### src/rtl/ebs_pkg.sv
package ebs_pkg;

  parameter int unsigned EBS_TIM_W = 3;

  typedef enum logic [1:0] {
    PH_IDLE   = 2'd0,
    PH_SETUP  = 2'd1,
    PH_ACCESS = 2'd2,
    PH_HOLD   = 2'd3
  } ebs_phase_e;

endpackage

### src/rtl/ebs_sync2.sv
// Two-flop synchronizer for one asynchronous level input.
module ebs_sync2 #(
  parameter logic RST_VAL = 1'b0
) (
  input  logic clk_i,
  input  logic rst_ni,
  input  logic d_i,
  output logic q_o
);

  logic [1:0] stage_q;
  logic [1:0] stage_d;

  always_comb begin
    stage_d = {stage_q[0], d_i};
  end

  always_ff @(posedge clk_i or negedge rst_ni) begin
    if (!rst_ni) begin
      stage_q <= {2{RST_VAL}};
    end else begin
      stage_q <= stage_d;
    end
  end

  assign q_o = stage_q[1];

endmodule

### src/rtl/ebs_cfg_reg.sv
// Control word: a wait-enable bit per bank and a hold-skip bit.
module ebs_cfg_reg #(
  parameter int unsigned NBANK = 4
) (
  input  logic             clk_i,
  input  logic             rst_ni,
  input  logic             we_i,
  input  logic [NBANK:0]   wdata_i,
  output logic [NBANK-1:0] wait_en_o,
  output logic             hold_skip_o
);

  logic [NBANK:0] cfg_q;
  logic [NBANK:0] cfg_d;

  always_comb begin
    cfg_d = cfg_q;
    if (we_i) begin
      cfg_d = wdata_i;
    end
  end

  always_ff @(posedge clk_i or negedge rst_ni) begin
    if (!rst_ni) begin
      cfg_q <= '0;
    end else begin
      cfg_q <= cfg_d;
    end
  end

  assign wait_en_o   = cfg_q[NBANK-1:0];
  assign hold_skip_o = cfg_q[NBANK];

endmodule

### src/rtl/ebs_hold_ctl.sv
// Tracks the current run of back-to-back accesses and picks the hold
// length for the access being accepted.
module ebs_hold_ctl #(
  parameter int unsigned NBANK = 4,
  parameter int unsigned TW    = 3,
  localparam int unsigned BW   = (NBANK > 1) ? $clog2(NBANK) : 1
) (
  input  logic          clk_i,
  input  logic          rst_ni,
  input  logic          accept_i,
  input  logic          release_i,
  input  logic [BW-1:0] bank_i,
  input  logic          write_i,
  input  logic          skip_en_i,
  input  logic [TW-1:0] tcoh_i,
  output logic [TW-1:0] hold_len_o
);

  logic          run_q, run_d;
  logic [BW-1:0] bank_q, bank_d;
  logic          wr_q, wr_d;
  logic          same_run;
  logic          rd_then_wr;
  logic          skip;

  always_comb begin
    same_run   = run_q && (bank_q == bank_i);
    rd_then_wr = !wr_q && write_i;
    skip       = skip_en_i && same_run && !rd_then_wr;
    hold_len_o = skip ? '0 : tcoh_i;
  end

  always_comb begin
    run_d  = run_q;
    bank_d = bank_q;
    wr_d   = wr_q;
    if (accept_i) begin
      run_d  = 1'b1;
      bank_d = bank_i;
      wr_d   = write_i;
    end else if (release_i) begin
      run_d  = 1'b0;
    end
  end

  always_ff @(posedge clk_i or negedge rst_ni) begin
    if (!rst_ni) begin
      run_q  <= 1'b0;
      bank_q <= '0;
      wr_q   <= 1'b0;
    end else begin
      run_q  <= run_d;
      bank_q <= bank_d;
      wr_q   <= wr_d;
    end
  end

endmodule

### src/rtl/extio_bank_seq.sv
module extio_bank_seq #(
  parameter int unsigned NBANK = 4,
  parameter int unsigned AW    = 16,
  parameter int unsigned DW    = 16,
  parameter int unsigned TW    = ebs_pkg::EBS_TIM_W,
  localparam int unsigned BW   = (NBANK > 1) ? $clog2(NBANK) : 1
) (
  input  logic                clk_i,
  input  logic                rst_ni,
  input  logic                cfg_we_i,
  input  logic [NBANK:0]      cfg_wdata_i,
  input  logic [NBANK*TW-1:0] tim_setup_i,
  input  logic [NBANK*TW-1:0] tim_access_i,
  input  logic [NBANK*TW-1:0] tim_hold_i,
  input  logic                req_valid_i,
  output logic                req_ready_o,
  input  logic [BW-1:0]       req_bank_i,
  input  logic                req_write_i,
  input  logic [AW-1:0]       req_addr_i,
  input  logic [DW-1:0]       req_wdata_i,
  input  logic                ext_wait_ni,
  input  logic                dev_rdy_ni,
  output logic [NBANK-1:0]    cs_no,
  output logic                oe_no,
  output logic                we_no,
  output logic [AW-1:0]       addr_o,
  output logic [DW-1:0]       data_o,
  output logic                data_oe_o,
  input  logic [DW-1:0]       data_i,
  output logic                done_o,
  output logic [DW-1:0]       rd_data_o
);

  import ebs_pkg::*;

  function automatic logic [TW-1:0] eff_len(input logic [TW-1:0] v);
    return (v == '0) ? TW'(1) : v;
  endfunction

  // Per-bank timing fields
  logic [TW-1:0] setup_a  [NBANK];
  logic [TW-1:0] access_a [NBANK];
  logic [TW-1:0] hold_a   [NBANK];

  for (genvar g = 0; g < NBANK; g++) begin : g_tim
    assign setup_a[g]  = tim_setup_i[g*TW +: TW];
    assign access_a[g] = tim_access_i[g*TW +: TW];
    assign hold_a[g]   = tim_hold_i[g*TW +: TW];
  end

  // Configuration and synchronized device lines
  logic [NBANK-1:0] wait_en;
  logic             hold_skip;
  logic             wait_s_n;
  logic             rdy_s_n;

  ebs_cfg_reg #(.NBANK(NBANK)) cfg_i (
    .clk_i       (clk_i),
    .rst_ni      (rst_ni),
    .we_i        (cfg_we_i),
    .wdata_i     (cfg_wdata_i),
    .wait_en_o   (wait_en),
    .hold_skip_o (hold_skip)
  );

  ebs_sync2 #(.RST_VAL(1'b1)) wait_sync_i (
    .clk_i  (clk_i),
    .rst_ni (rst_ni),
    .d_i    (ext_wait_ni),
    .q_o    (wait_s_n)
  );

  ebs_sync2 #(.RST_VAL(1'b0)) rdy_sync_i (
    .clk_i  (clk_i),
    .rst_ni (rst_ni),
    .d_i    (dev_rdy_ni),
    .q_o    (rdy_s_n)
  );

  // State
  ebs_phase_e    phase_q, phase_d;
  logic [TW-1:0] cnt_q, cnt_d;
  logic [BW-1:0] bank_q;
  logic          wr_q;
  logic [AW-1:0] addr_q;
  logic [DW-1:0] wdata_q;
  logic [TW-1:0] hold_q;
  logic [DW-1:0] rdata_q;
  logic          done_q;

  logic          accept;
  logic          stall;
  logic          acc_end;
  logic          last_cycle;
  logic          release_run;
  logic [TW-1:0] new_hold;
  logic [TW-1:0] new_setup;
  logic [TW-1:0] new_access;
  logic [TW-1:0] cur_access;

  always_comb begin
    stall       = (wait_en[bank_q] && !wait_s_n) || rdy_s_n;
    acc_end     = (phase_q == PH_ACCESS) && (cnt_q == '0) && !stall;
    last_cycle  = (acc_end && (hold_q == '0)) ||
                  ((phase_q == PH_HOLD) && (cnt_q == '0));
    req_ready_o = (phase_q == PH_IDLE) || last_cycle;
    accept      = req_valid_i && req_ready_o;
    release_run = req_ready_o && !req_valid_i;
    new_setup   = setup_a[req_bank_i];
    new_access  = eff_len(access_a[req_bank_i]);
    cur_access  = eff_len(access_a[bank_q]);
  end

  ebs_hold_ctl #(.NBANK(NBANK), .TW(TW)) hold_ctl_i (
    .clk_i      (clk_i),
    .rst_ni     (rst_ni),
    .accept_i   (accept),
    .release_i  (release_run),
    .bank_i     (req_bank_i),
    .write_i    (req_write_i),
    .skip_en_i  (hold_skip),
    .tcoh_i     (hold_a[req_bank_i]),
    .hold_len_o (new_hold)
  );

  // Next-state logic
  always_comb begin
    phase_d = phase_q;
    cnt_d   = cnt_q;
    unique case (phase_q)
      PH_SETUP: begin
        if (cnt_q == '0) begin
          phase_d = PH_ACCESS;
          cnt_d   = cur_access - TW'(1);
        end else begin
          cnt_d   = cnt_q - TW'(1);
        end
      end
      PH_ACCESS: begin
        if (cnt_q != '0) begin
          cnt_d = cnt_q - TW'(1);
        end else if (!stall) begin
          if (hold_q != '0) begin
            phase_d = PH_HOLD;
            cnt_d   = hold_q - TW'(1);
          end else begin
            phase_d = PH_IDLE;
          end
        end
      end
      PH_HOLD: begin
        if (cnt_q == '0) begin
          phase_d = PH_IDLE;
        end else begin
          cnt_d   = cnt_q - TW'(1);
        end
      end
      default: begin
        phase_d = PH_IDLE;
      end
    endcase
    if (accept) begin
      if (new_setup != '0) begin
        phase_d = PH_SETUP;
        cnt_d   = new_setup - TW'(1);
      end else begin
        phase_d = PH_ACCESS;
        cnt_d   = new_access - TW'(1);
      end
    end
  end

  always_ff @(posedge clk_i or negedge rst_ni) begin
    if (!rst_ni) begin
      phase_q <= PH_IDLE;
      cnt_q   <= '0;
      done_q  <= 1'b0;
    end else begin
      phase_q <= phase_d;
      cnt_q   <= cnt_d;
      done_q  <= acc_end;
    end
  end

  // Access attributes, loaded on acceptance
  always_ff @(posedge clk_i or negedge rst_ni) begin
    if (!rst_ni) begin
      bank_q  <= '0;
      wr_q    <= 1'b0;
      addr_q  <= '0;
      wdata_q <= '0;
      hold_q  <= '0;
    end else if (accept) begin
      bank_q  <= req_bank_i;
      wr_q    <= req_write_i;
      addr_q  <= req_addr_i;
      wdata_q <= req_wdata_i;
      hold_q  <= new_hold;
    end
  end

  // Read capture on the last strobe cycle
  always_ff @(posedge clk_i or negedge rst_ni) begin
    if (!rst_ni) begin
      rdata_q <= '0;
    end else if (acc_end && !wr_q) begin
      rdata_q <= data_i;
    end
  end

  // Pin outputs
  for (genvar b = 0; b < NBANK; b++) begin : g_cs
    assign cs_no[b] = !((phase_q != PH_IDLE) && (bank_q == BW'(b)));
  end

  assign oe_no     = !((phase_q == PH_ACCESS) && !wr_q);
  assign we_no     = !((phase_q == PH_ACCESS) && wr_q);
  assign addr_o    = addr_q;
  assign data_o    = wdata_q;
  assign data_oe_o = (phase_q != PH_IDLE) && wr_q;
  assign done_o    = done_q;
  assign rd_data_o = rdata_q;

endmodule

### config.mk
export PLATFORM = sky130hd
export DESIGN_NAME = extio_bank_seq
export DESIGN_NICKNAME = d
export VERILOG_FILES = /design/src/rtl/ebs_pkg.sv /design/src/rtl/ebs_sync2.sv /design/src/rtl/ebs_cfg_reg.sv /design/src/rtl/ebs_hold_ctl.sv /design/src/rtl/extio_bank_seq.sv
export SDC_FILE = /design/constraint.sdc
export NUM_CORES = 1
export LEC_CHECK = 0
export ABC_AREA = 1
export BUFFER_PORTS_ARGS = -buffer_cell sky130_fd_sc_hd__buf_4
export CELL_PAD_IN_SITES_DETAIL_PLACEMENT = 2
export CELL_PAD_IN_SITES_GLOBAL_PLACEMENT = 2
export CORE_MARGIN = 2
export CORE_UTILIZATION = 28
export CTS_CLUSTER_DIAMETER = 100
export DETAILED_ROUTE_END_ITERATION = 12
export PLACE_DENSITY_LB_ADDON = 0.1
export RECOVER_POWER = 100
export SLEW_MARGIN = 40
export SYNTH_ARGS = -nofsm -noshare
export SYNTH_HDL_FRONTEND = slang
export SYNTH_SLANG_ARGS = --single-unit
export TNS_END_PERCENT = 5
### constraint.sdc
create_clock -name clk_i -period 4.6 [get_ports clk_i]
set_input_delay 1.15 -clock clk_i [delete_from_list [all_inputs] [get_ports clk_i]]
set_output_delay 1.15 -clock clk_i [all_outputs]
set_load 0.005 [all_outputs]
# ---- Word-level counts from Yosys, hierarchy flattened
# Index checks and enable logic that the tools add are counted.
dict set report word_totals {
  register_bits 70
  latchBits 0
  ram_bits 0
  mem_bits_ro 0
  in_bits 98
  output_inout_bits 57
  wordCells 119
  mem_count 0
}
dict set report op_classes {
  addsub 5
  mul 0
  div_mod_pow 0
  n_lt_le_gt_ge 3
  eq_ne 14
  shifts 0
  muxes 35
  bitwise 2
  n_reduce_logical 47
}
# operator count
set op_table {}
lappend op_table {{two-way mux 3 bit} 18}
lappend op_table {{binary-select mux 3 bit (select 2 bit)} 4}
lappend op_table {{logical AND 1 bit} 19}
lappend op_table {{subtractor 3 x 1 -> 3 bit, second input constant} 5}
lappend op_table {{two-way mux 2 bit} 7}
lappend op_table {{logical NOT 3 bit} 4}
lappend op_table {{inequality test 3 bit, second input constant} 4}
lappend op_table {{logical NOT 1 bit} 11}
lappend op_table {{case mux 3 bit (3 select lines)} 1}
lappend op_table {{nonzero test 3 bit} 3}
lappend op_table {{equality test 2 bit, second input constant} 4}
lappend op_table {{inequality test 4 bit, second input constant} 2}
lappend op_table {{AND reduction 4 bit} 2}
lappend op_table {{greater-or-equal comparator 3 bit, second input constant} 2}
lappend op_table {{inverter 2 -> 3 bit} 2}
lappend op_table {{case mux 2 bit (3 select lines)} 1}
lappend op_table {{equality test 2 x 1 -> 1 bit, second input constant} 2}
lappend op_table {{logical NOT 2 bit} 2}
lappend op_table {{nonzero test 2 bit} 2}
lappend op_table {{nonzero test 4 bit} 1}
lappend op_table {{logical OR 1 bit} 3}
lappend op_table {{< comparator 2 x 3 -> 1 bit, second input constant} 1}
lappend op_table {{two-way mux 1 bit} 3}
lappend op_table {{inequality test 3 x 2 -> 1 bit, second input constant} 1}
lappend op_table {{other kinds (2)} 2}

# ---- Depth between registers and ports, before layout
# Gate-level depths: netlist of the first run.
dict set report logic_depth {
  word_depth 12
  depth_mapped 17
  depth_no_buf 16
}

# ---- Modules after synthesis
# From an unflattened synthesis of the first run, not the netlist that was laid out.
dict set report unflattened {
  cells_unflattened 513
  area_unflattened_um2 3834.9
}
# mod instances cells_each area_per_inst_um2 seq_area_each_um2
set modules_own_cells {}
lappend modules_own_cells {extio_bank_seq 1 456 3324.4 1501.4}
lappend modules_own_cells {ebs_hold_ctl 1 32 222.7 100.1}
lappend modules_own_cells {ebs_cfg_reg 1 21 185.2 125.1}
lappend modules_own_cells {{ebs_sync2 (wait_sync_i)} 1 2 52.6 52.6}
lappend modules_own_cells {{ebs_sync2 (rdy_sync_i)} 1 2 50.0 50.0}

# ---- Worst setup path after synthesis of the first run
# No wires, ideal clock.
dict set report synth_path {
  kind {input to register}
  from {input port req_bank_i[0]}
  to {register cnt_q[2]}
  setup_time_ns 0.116
  arrival_time_ns 2.446
  t_required_ns 4.484
  setup_slack_ns 2.037
  stages 14
  path_buffers 2
  path_cell_list {buf_2 -> buf_4 -> nand2_1 -> nand3_1 -> nand2_1 -> o21ai_0 -> nor2_1 -> nor2_1 -> inv_1 -> ha_1 -> o211ai_1 -> nand3_1 -> nand2_1 -> nand2_1}
}
dict set report synth_via {
  elab_chain_len 9
  word_cells_on_any_way 14
  cone_classes {2 x add/sub; 9 x mux; 1 x bitwise; 2 x reduce/logical}
}
# item line
set synth_rtl {}
lappend synth_rtl {{from (decl)} extio_bank_seq.sv:17} ;# input logic [BW-1:0] req_bank_i,
lappend synth_rtl {{inverter 2 -> 3 bit (not written as such) *} {extio_bank_seq.sv:109, extio_bank_seq.sv:110}}
lappend synth_rtl {{binary-select mux 3 bit (select 2 bit)} extio_bank_seq.sv:110} ;# new_access = eff_len(access_a[req_bank_i]);
lappend synth_rtl {{two-way mux 3 bit (not written as such) (2 in series)} extio_bank_seq.sv:110}
lappend synth_rtl {{logical NOT 3 bit} extio_bank_seq.sv:37} ;# return (v == '0) ? TW'(1) : v;
lappend synth_rtl {{two-way mux 3 bit} extio_bank_seq.sv:37}
lappend synth_rtl {{subtractor 3 x 1 -> 3 bit} extio_bank_seq.sv:168} ;# cnt_d = new_access - TW'(1);
lappend synth_rtl {{two-way mux 3 bit *} extio_bank_seq.sv:163} ;# if (new_setup != '0) begin
lappend synth_rtl {{two-way mux 3 bit *} extio_bank_seq.sv:162} ;# if (accept) begin
lappend synth_rtl {{to (signal assigned)} extio_bank_seq.sv:180} ;# cnt_q <= cnt_d;
lappend synth_rtl {{to (decl)} extio_bank_seq.sv:82} ;# logic [TW-1:0] cnt_q, cnt_d;
# Every way passes the cells marked *; elsewhere a longest branch is shown, timed or not. The select of a mux whose other input is x is not followed.
# A chain may end at the register's enable or synchronous reset.

# ---- Worst setup path after layout of the first run
dict set report layout_path {
  from {register cnt_q[0]}
  to {register phase_q[0]}
}
dict set report layout_via {
  elab_chain_len 9
  word_cells_on_any_way 15
  cone_classes {4 x eq/ne; 1 x mux; 10 x reduce/logical}
}
# item line
set layout_rtl {}
lappend layout_rtl {{logical NOT 3 bit} --}
lappend layout_rtl {{logical AND 1 bit (2 in series)} extio_bank_seq.sv:103} ;# acc_end = (phase_q == PH_ACCESS) && (cnt_q == '0) && !stall;
lappend layout_rtl {{logical AND 1 bit} extio_bank_seq.sv:104} ;# last_cycle = (acc_end && (hold_q == '0)) ||
lappend layout_rtl {{logical OR 1 bit} extio_bank_seq.sv:104}
lappend layout_rtl {{logical OR 1 bit} extio_bank_seq.sv:106} ;# req_ready_o = (phase_q == PH_IDLE) || last_cycle;
lappend layout_rtl {{logical AND 1 bit} extio_bank_seq.sv:107} ;# accept = req_valid_i && req_ready_o;
lappend layout_rtl {{inequality test 3 bit (no line) or inequality test 3 x 2 -> 1 bit (tied branches)} --}
lappend layout_rtl {{AND reduction 4 bit (no line)} --}
lappend layout_rtl {{to (signal assigned)} extio_bank_seq.sv:179} ;# phase_q <= phase_d;
lappend layout_rtl {{to (decl)} extio_bank_seq.sv:81} ;# ebs_phase_e phase_q, phase_d;
# Parallel ways exist; a longest one is shown, timed or not.

==> flow_summary.yaml, run 1 <==
run_status:
  violations: "capacitance limit, slew limit"
  status: "finished with violations"
sta:
  finalCritPeriodShare_pct: 76.55
  fmaxAchievable_mhz: 284.0
  tns_ps: 0
  fin_skew_ps: 5.051
  max_slew_margin_pct: -21.93
  fin_crit_ps: 3521
  worst_pin_slew_ps: 1829
  setup_viol: 0
  timing.hold.ws_ps: 354.0
  finalHoldViolCount: 0
  final-max-slew-violation-count: 124
  rsz0062_at_grt: "no"
worst_setup_path:
  cp_max_fo: 52
  required_ps: 4750
  cp.arrival_ps: 3670
  critical_path_class: "reg2reg"
  r2r_cells: 11
  worstSetupStartpointType: "flip-flop"
  end_kind: "flip-flop"
clock_tree:
  clk_root_buffer_cell: "clkbuf_16"
  cts_hold_buf: 0
  clockBufferDepth: 2
  postCtsResizedCells: 0
  cts_tree: "done"
  numCtsBuffers: 9
  clk_latency_ps: 340
  cts.htree.levels: 3
  postCtsSetupBuffers: 0
  cts_sinks: 70
  path_clk_slew_ps: 60
route:
  drc_errors: 0
  wirelength_um: 13460
  wl_per_cell_um: 16.44
  drt_pass1_iterations: 4
  via_count: 3789
  vias_per_cell: 4.626
  antenna_left: 0
  drt_iter0_markers: 128
hold_path:
  hold_class: "reg2reg"
  min_path_cells: 0
layout:
  n_fill_cell: 1560
  antenna_cells: 0
  multi_input_area_um2: 1635
  register_area_um2: 1754
  final_area_um2: 5231
  drive_above_1_share_pct: 25.51
  fin_nets: 746
  area_growth_pct: 40.02
floorplan:
  core_um2: 13140
  die_h_um: 119.5
  dieArea_um2: 14280
  die_w_um: 119.5
  initial_core_util_pct: 28.44
  io_pins: 155
  rows: 42
grt:
  grt_pass1_wl_um: 21850
  grt_pass1_vias: 4290
  grt_max_degree: 71
  track_usage_pct: 19.45
  antenna_found_initial: 0
  grt_remaining_overflow: 0
synth:
  syn_inst: 490
  synth_seq_cells: 70
  ys_seq_area_share_pct: 46.95
  yosysWarnings: 0
  avgSynthCellArea_um2: 7.625
  yosysUniqueCellTypes: 32
  syn_area_um2: 3736
  synth_nets: 598
power_and_ir_drop:
  pwr_density_cell_nw_per_um2: 603.0
  ir_worst_vdd_v: 0.0002261
  p_leak_nw: 2.821
  finalPower_mw: 3.154
place:
  place.gp.congestion: 0.7597
  dp_hpwl_um: 10130
  post_dp_cell_area_um2: 4995
  io_buffers: 154
flow_run:
  drv_cap: 2
cells in the final DEF, fill, tap and decap left out, types with 2 or more instances in the layout:
cell	instances
o21ai_0	17
buf_4	93
clkinv_1	2
a21oi_1	9
a21boi_0	2
clkbuf_4	40
o22ai_1	3
o211ai_1	2
nand3_1	41
dfrtp_1	68
mux2_2	5
ha_1	10
dfstp_2	2
bufinv_16	3
inv_1	42
nor2_1	17
nand2_1	241
clkbuf_1	19
clkbuf_16	9
clkbuf_8	2
layout make-up:
| cell class | count | share of cell area [%] |
|---|---|---|
| clock buffers | 11 | 4.831 |
| well taps | 176 | 4.210 |
| clock inverters | 5 | 1.985 |
| flip-flops and latches | 70 | 33.53 |
| repair buffers | 155 | 20.90 |
| multi-input cells | 357 | 31.26 |
| inverters | 45 | 3.277 |
final timing paths:
check,startpoint,end,slack (ps)
worst min register to register,rdy_sync_i.stage_q[0],rdy_sync_i.stage_q[1],350
min in group asynchronous,rst_ni,rd_data_o[5],1310
max in group asynchronous,rst_ni,data_o[10],2210
worst max-delay path,cnt_q[0],phase_q[0],1080
worst max register to register,cnt_q[0],phase_q[0],1080
worst min-delay path,rdy_sync_i.stage_q[0],rdy_sync_i.stage_q[1],350
stage by stage:
stage	util [%]	std cells	setup WS [ps]
floorplan	-	490	2037
global placement	37.88	802	1451
detailed placement	38.02	803	1259
CTS	40.73	819	1414
global route	39.82	819	742.0
finish	39.82	819	1079
cell usage after synthesis, drive strengths merged:
cell / count / area share [%]
nand3: 42 / 6.0
ha: 10 / 3.3
o21ai: 17 / 2.3
o22ai: 3 / 0.50
dfstp: 2 / 1.4
o2111ai: 1 / 0.23
dfrtp: 68 / 46
o31ai: 1 / 0.20
a21oi: 10 / 1.6
o211ai: 2 / 0.40
nand2: 242 / 25
nand3b: 1 / 0.20
mux2: 5 / 1.5
clkinv: 2 / 0.20
and2: 1 / 0.17
a21boi: 2 / 0.40
inv: 43 / 4.4
nor2: 19 / 2.6
clkbuf: 2 / 0.20
xor2: 1 / 0.23
buf: 16 / 3.4
state kept, by name, indices dropped and copies added (netlist names):
name and cells:
addr_o 16, cfg_i.cfg_q 5, cnt_q 3, data_o 16, done_o 1, hold_ctl_i.bank_q 2
hold_ctl_i.run_q 1, hold_ctl_i.wr_q 1, hold_q 3, phase_q 2, rd_data_o 16, rdy_sync_i.stage_q 2
wait_sync_i.stage_q 2
metal layers:
| layer | up-vias | global-route usage [%] | wire length [um] |
|---|---|---|---|
| met2 | 79 | 35.11 | 7053 |
| met5 | - | 0 | 0 |
| met3 | 15 | 6.797 | 850 |
| li1 | 1816 | - | - |
| met4 | 0 | 3.750 | 145 |
| met1 | 1879 | 22.29 | 5413 |
worst max-delay path, cell delays in order, from the launching register on:
cell and delay, ps:
dfrtp_1 420, inv_1 100, ha_1 150, inv_1 70, nor2_4 140, inv_1 100, o21ai_0 260, inv_1 160
nand2_1 110, nand2_1 1000, nor2_1 700, a21oi_1 100
report_power, final:
group / internal, mW / switching, mW
logic: 0.527 / 0.747
clock network: 0.560 / 0.277
registers: 0.862 / 0.182
logic make-up (layout without fill, tap and decap cells):
| family | Yosys count | after routing | synth area share (%) |
|---|---|---|---|
| adder cells (fa/ha/maj) | 10 | 10 | 3.349 |
| buffers and inverters | 63 | 216 | 8.239 |
| AND/OR/NAND/NOR | 305 | 305 | 34.06 |
| multiplexers | 5 | 5 | 1.507 |
| AO/OA/AOI/OAI | 36 | 36 | 5.660 |
| flip-flops | 70 | 70 | 46.95 |
| XOR/XNOR | 1 | 1 | 0.2345 |
Note: power is estimated with default switching activity, not from simulation.
==> inputs of run 2 (changes only) <==
--- a/config.mk
+++ b/config.mk
@@ -5,12 +5,12 @@
 export SDC_FILE = /design/constraint.sdc
 export NUM_CORES = 1
 export LEC_CHECK = 0
-export ABC_AREA = 1
+export ABC_AREA = 0
 export BUFFER_PORTS_ARGS = -buffer_cell sky130_fd_sc_hd__buf_4
 export CELL_PAD_IN_SITES_DETAIL_PLACEMENT = 2
 export CELL_PAD_IN_SITES_GLOBAL_PLACEMENT = 2
 export CORE_MARGIN = 2
-export CORE_UTILIZATION = 28
+export CORE_UTILIZATION = 30
 export CTS_CLUSTER_DIAMETER = 100
 export DETAILED_ROUTE_END_ITERATION = 12
 export PLACE_DENSITY_LB_ADDON = 0.1
==> constraint.sdc (replaced) <==
create_clock -name clk_i -period 3.25 [get_ports clk_i]
set_input_delay 0.8125 -clock clk_i [delete_from_list [all_inputs] [get_ports clk_i]]
set_output_delay 0.8125 -clock clk_i [all_outputs]
set_load 0.005 [all_outputs]
==> run 2 against run 1 <==
Compared with the run above: the run still ends with capacitance limit, slew limit left; cell count decreased by 32%; synthesized cell count decreased by 49%; hold slack better by 1.9 ps; sequential share of layout area rose by 2.0 points; sequential power grew 38%; wire length decreased by 29%.
==> flow_summary.yaml, run 2 <==
run_status:
  status: "finished with violations"
  violations: "capacitance limit, slew limit"
clock_tree:
  cts_hold_buf: 0
  numCtsBuffers: 9
  clk_latency_ps: 330
  postCtsResizedCells: 0
  postCtsSetupBuffers: 0
  path_clk_slew_ps: 50
  cts_tree: "done"
  cts_sinks: 70
  clk_root_buffer_cell: "clkbuf_16"
  clockBufferDepth: 2
  cts.htree.levels: 3
sta:
  setup_viol: 0
  finalHoldViolCount: 0
  setup_slack_ps: 357.1
  fmaxAchievable_mhz: 345.7
  max_slew_margin_pct: -18.12
  finalCritPeriodShare_pct: 89.01
  tns_ps: 0
  final-max-slew-violation-count: 71
  fin_crit_ps: 2893
  fin_skew_ps: 12.02
  worst_pin_slew_ps: 1772
  rsz0062_at_grt: "no"
worst_setup_path:
  worstSetupStartpointType: "flip-flop"
  cp.arrival_ps: 2080
  required_ps: 2440
  crit_path_max_incr_delay_ps: 410
  cp_slowest_cell: "dfrtp_1"
  end_kind: "primary output"
  critical_path_class: "reg2out"
  cp_max_fo: 11
  path_cells: "inv_1 -> ha_1 -> nand3b_1 -> nor2_1 -> a211o_1 -> clkbuf_4"
route:
  drt_iter0_markers: 56
  via_count: 2696
  antenna_left: 0
  wirelength_um: 9558
  vias_per_cell: 4.832
  wl_per_cell_um: 17.13
  drc_errors: 0
  drt_pass1_iterations: 4
grt:
  track_usage_pct: 16.19
  grt_pass1_vias: 3158
  grt_remaining_overflow: 0
  grt_max_degree: 71
  antenna_found_initial: 0
  grt_pass1_wl_um: 16280
floorplan:
  initial_core_util_pct: 30.60
  io_pins: 155
  dieArea_um2: 12420
  core_um2: 11320
  die_w_um: 111.5
  rows: 39
  die_h_um: 111.5
layout:
  fin_nets: 518
  layout.cells.most_common_list: "buf_4, dfrtp_1, mux2_2, clkbuf_4, clkbuf_1"
  n_fill_cell: 1215
  multi_input_area_um2: 1597
  area_growth_pct: 42.61
  drive_above_1_share_pct: 54.22
  register_area_um2: 1754
  layout_commonest_cell: "buf_4"
  antenna_cells: 0
synth:
  synth_top_cell_by_area: "dfrtp_1"
  syn_inst: 251
  synth_common_cells: "dfrtp_1, mux2_2, mux4_2, nor2_1, inv_1"
  synth.top_cells.by_area: "dfrtp_1, mux2_2, mux4_2"
  synth_nets: 359
  synth_edf_count: 0
  syn_area_um2: 3465
  synth_seq_cells: 70
  synthArstFlopShare_pct: 100.0
  yosys_most_used_dff: "dfrtp_1"
  ys_seq_area_share_pct: 50.63
  yosysUniqueCellTypes: 41
  yosysWarnings: 0
  avgSynthCellArea_um2: 13.80
  synth.most_common_cell: "dfrtp_1"
  synth_top_area_share_pct: 49.12
place:
  io_buffers: 154
  post-place-ws_ps: 576.6
  dp_hpwl_um: 7434
  place.gp.congestion: 0.7168
power_and_ir_drop:
  ir_worst_vdd_v: 0.0003836
  p_leak_nw: 2.294
  pwr_density_cell_nw_per_um2: 815.5
flow_run:
  drv_cap: 1
hold_path:
  hold_class: "reg2reg"
[run 2: cell count changes in the layout (fill, tap and decap cells not counted), sizes merged, moves of 4 or more]
cell,delta
nand2,-233
inv,-32
o21ai,-9
mux2,+52
nand3,-41
nand3b,+4
nor2,-6
a21oi,-7
mux2i,+7
mux4,+12
nor3,+4
[run 2: final timing paths]
| path | slack (ps) | endpoint | startpoint | cells past startpoint |
|---|---|---|---|---|
| max reg2reg | 400 | hold_ctl_i.bank_q[0] | phase_q[0] | 7 |
| max in group asynchronous | 1220 | phase_q[0] | rst_ni | 1 |
| max | 360 | req_ready_o | phase_q[0] | 6 |
| min | 360 | rdy_sync_i.stage_q[1] | rdy_sync_i.stage_q[0] | 0 |
| min in group asynchronous | 930 | hold_q[1] | rst_ni | 1 |
| min reg2reg | 360 | rdy_sync_i.stage_q[1] | rdy_sync_i.stage_q[0] | 0 |
[run 2: layer usage]
metal | vias to the layer above | share of wire [%] | global-route usage [%] | routed length, um
met4 | 0 | 1.2 | 5.021 | 116
li1 | 1228 | - | - | -
met2 | 83 | 54 | 29.31 | 5115
met1 | 1374 | 38 | 18.04 | 3631
met5 | - | 0 | 0 | 0
met3 | 11 | 7.3 | 5.389 | 694
[run 2: cell families after synthesis]
logic type                 Yosys count  synth area share (%)
adders and majority gates           10                 3.611
and+or+nand+nor                     44                 6.970
muxes                               76                 28.71
xor gates and xnor gates             4                 1.011
DFF                                 70                 50.63
AOI/OAI and AO/OA                   25                 5.851
buffers and inverters               22                 3.214
[run 2: final cells by class]
type / count / area share [%]
Tap cell: 143 / 3.621
Timing Repair Buffer: 159 / 22.31
Sequential cell: 70 / 35.50
Multi-Input combinational cell: 159 / 32.31
Inverter: 11 / 0.8357
Clock inverter: 6 / 0.7850
Clock buffer: 10 / 4.634
[run 2: per-stage QoR]
stage | std cells | instance area [um2] | utilization (%) | total power, mW | hold WS, ps
CTS | 558 | 5050 | 44.61 | 4.256 | 360.4
detailed placement | 542 | 4782 | 42.24 | 3.342 | 350.4
finish | 558 | 4941 | 43.65 | 4.030 | 355.9
global placement | 542 | 4778 | 42.21 | 3.259 | 332.3
floorplan | 251 | 3465 | - | 2.446 | 331.2
global route | 558 | 4941 | 43.65 | 4.352 | 360.0
[run 2: report_power, final]
group	internal, mW	switching [mW]
registers	1.24	0.202
logic	0.941	0.769
clock network	0.515	0.366
[run 2: worst max-delay path: cells and delay by family, from the launching register on]
| kind | cells | cell delay [ps] |
|---|---|---|
| AND/OR/NAND/NOR | 2 | 520 |
| adder cells (fa/ha/maj) | 1 | 390 |
| flip-flops | 1 | 410 |
| buffers and inverters | 2 | 250 |
| AO/OA/AOI/OAI | 1 | 200 |
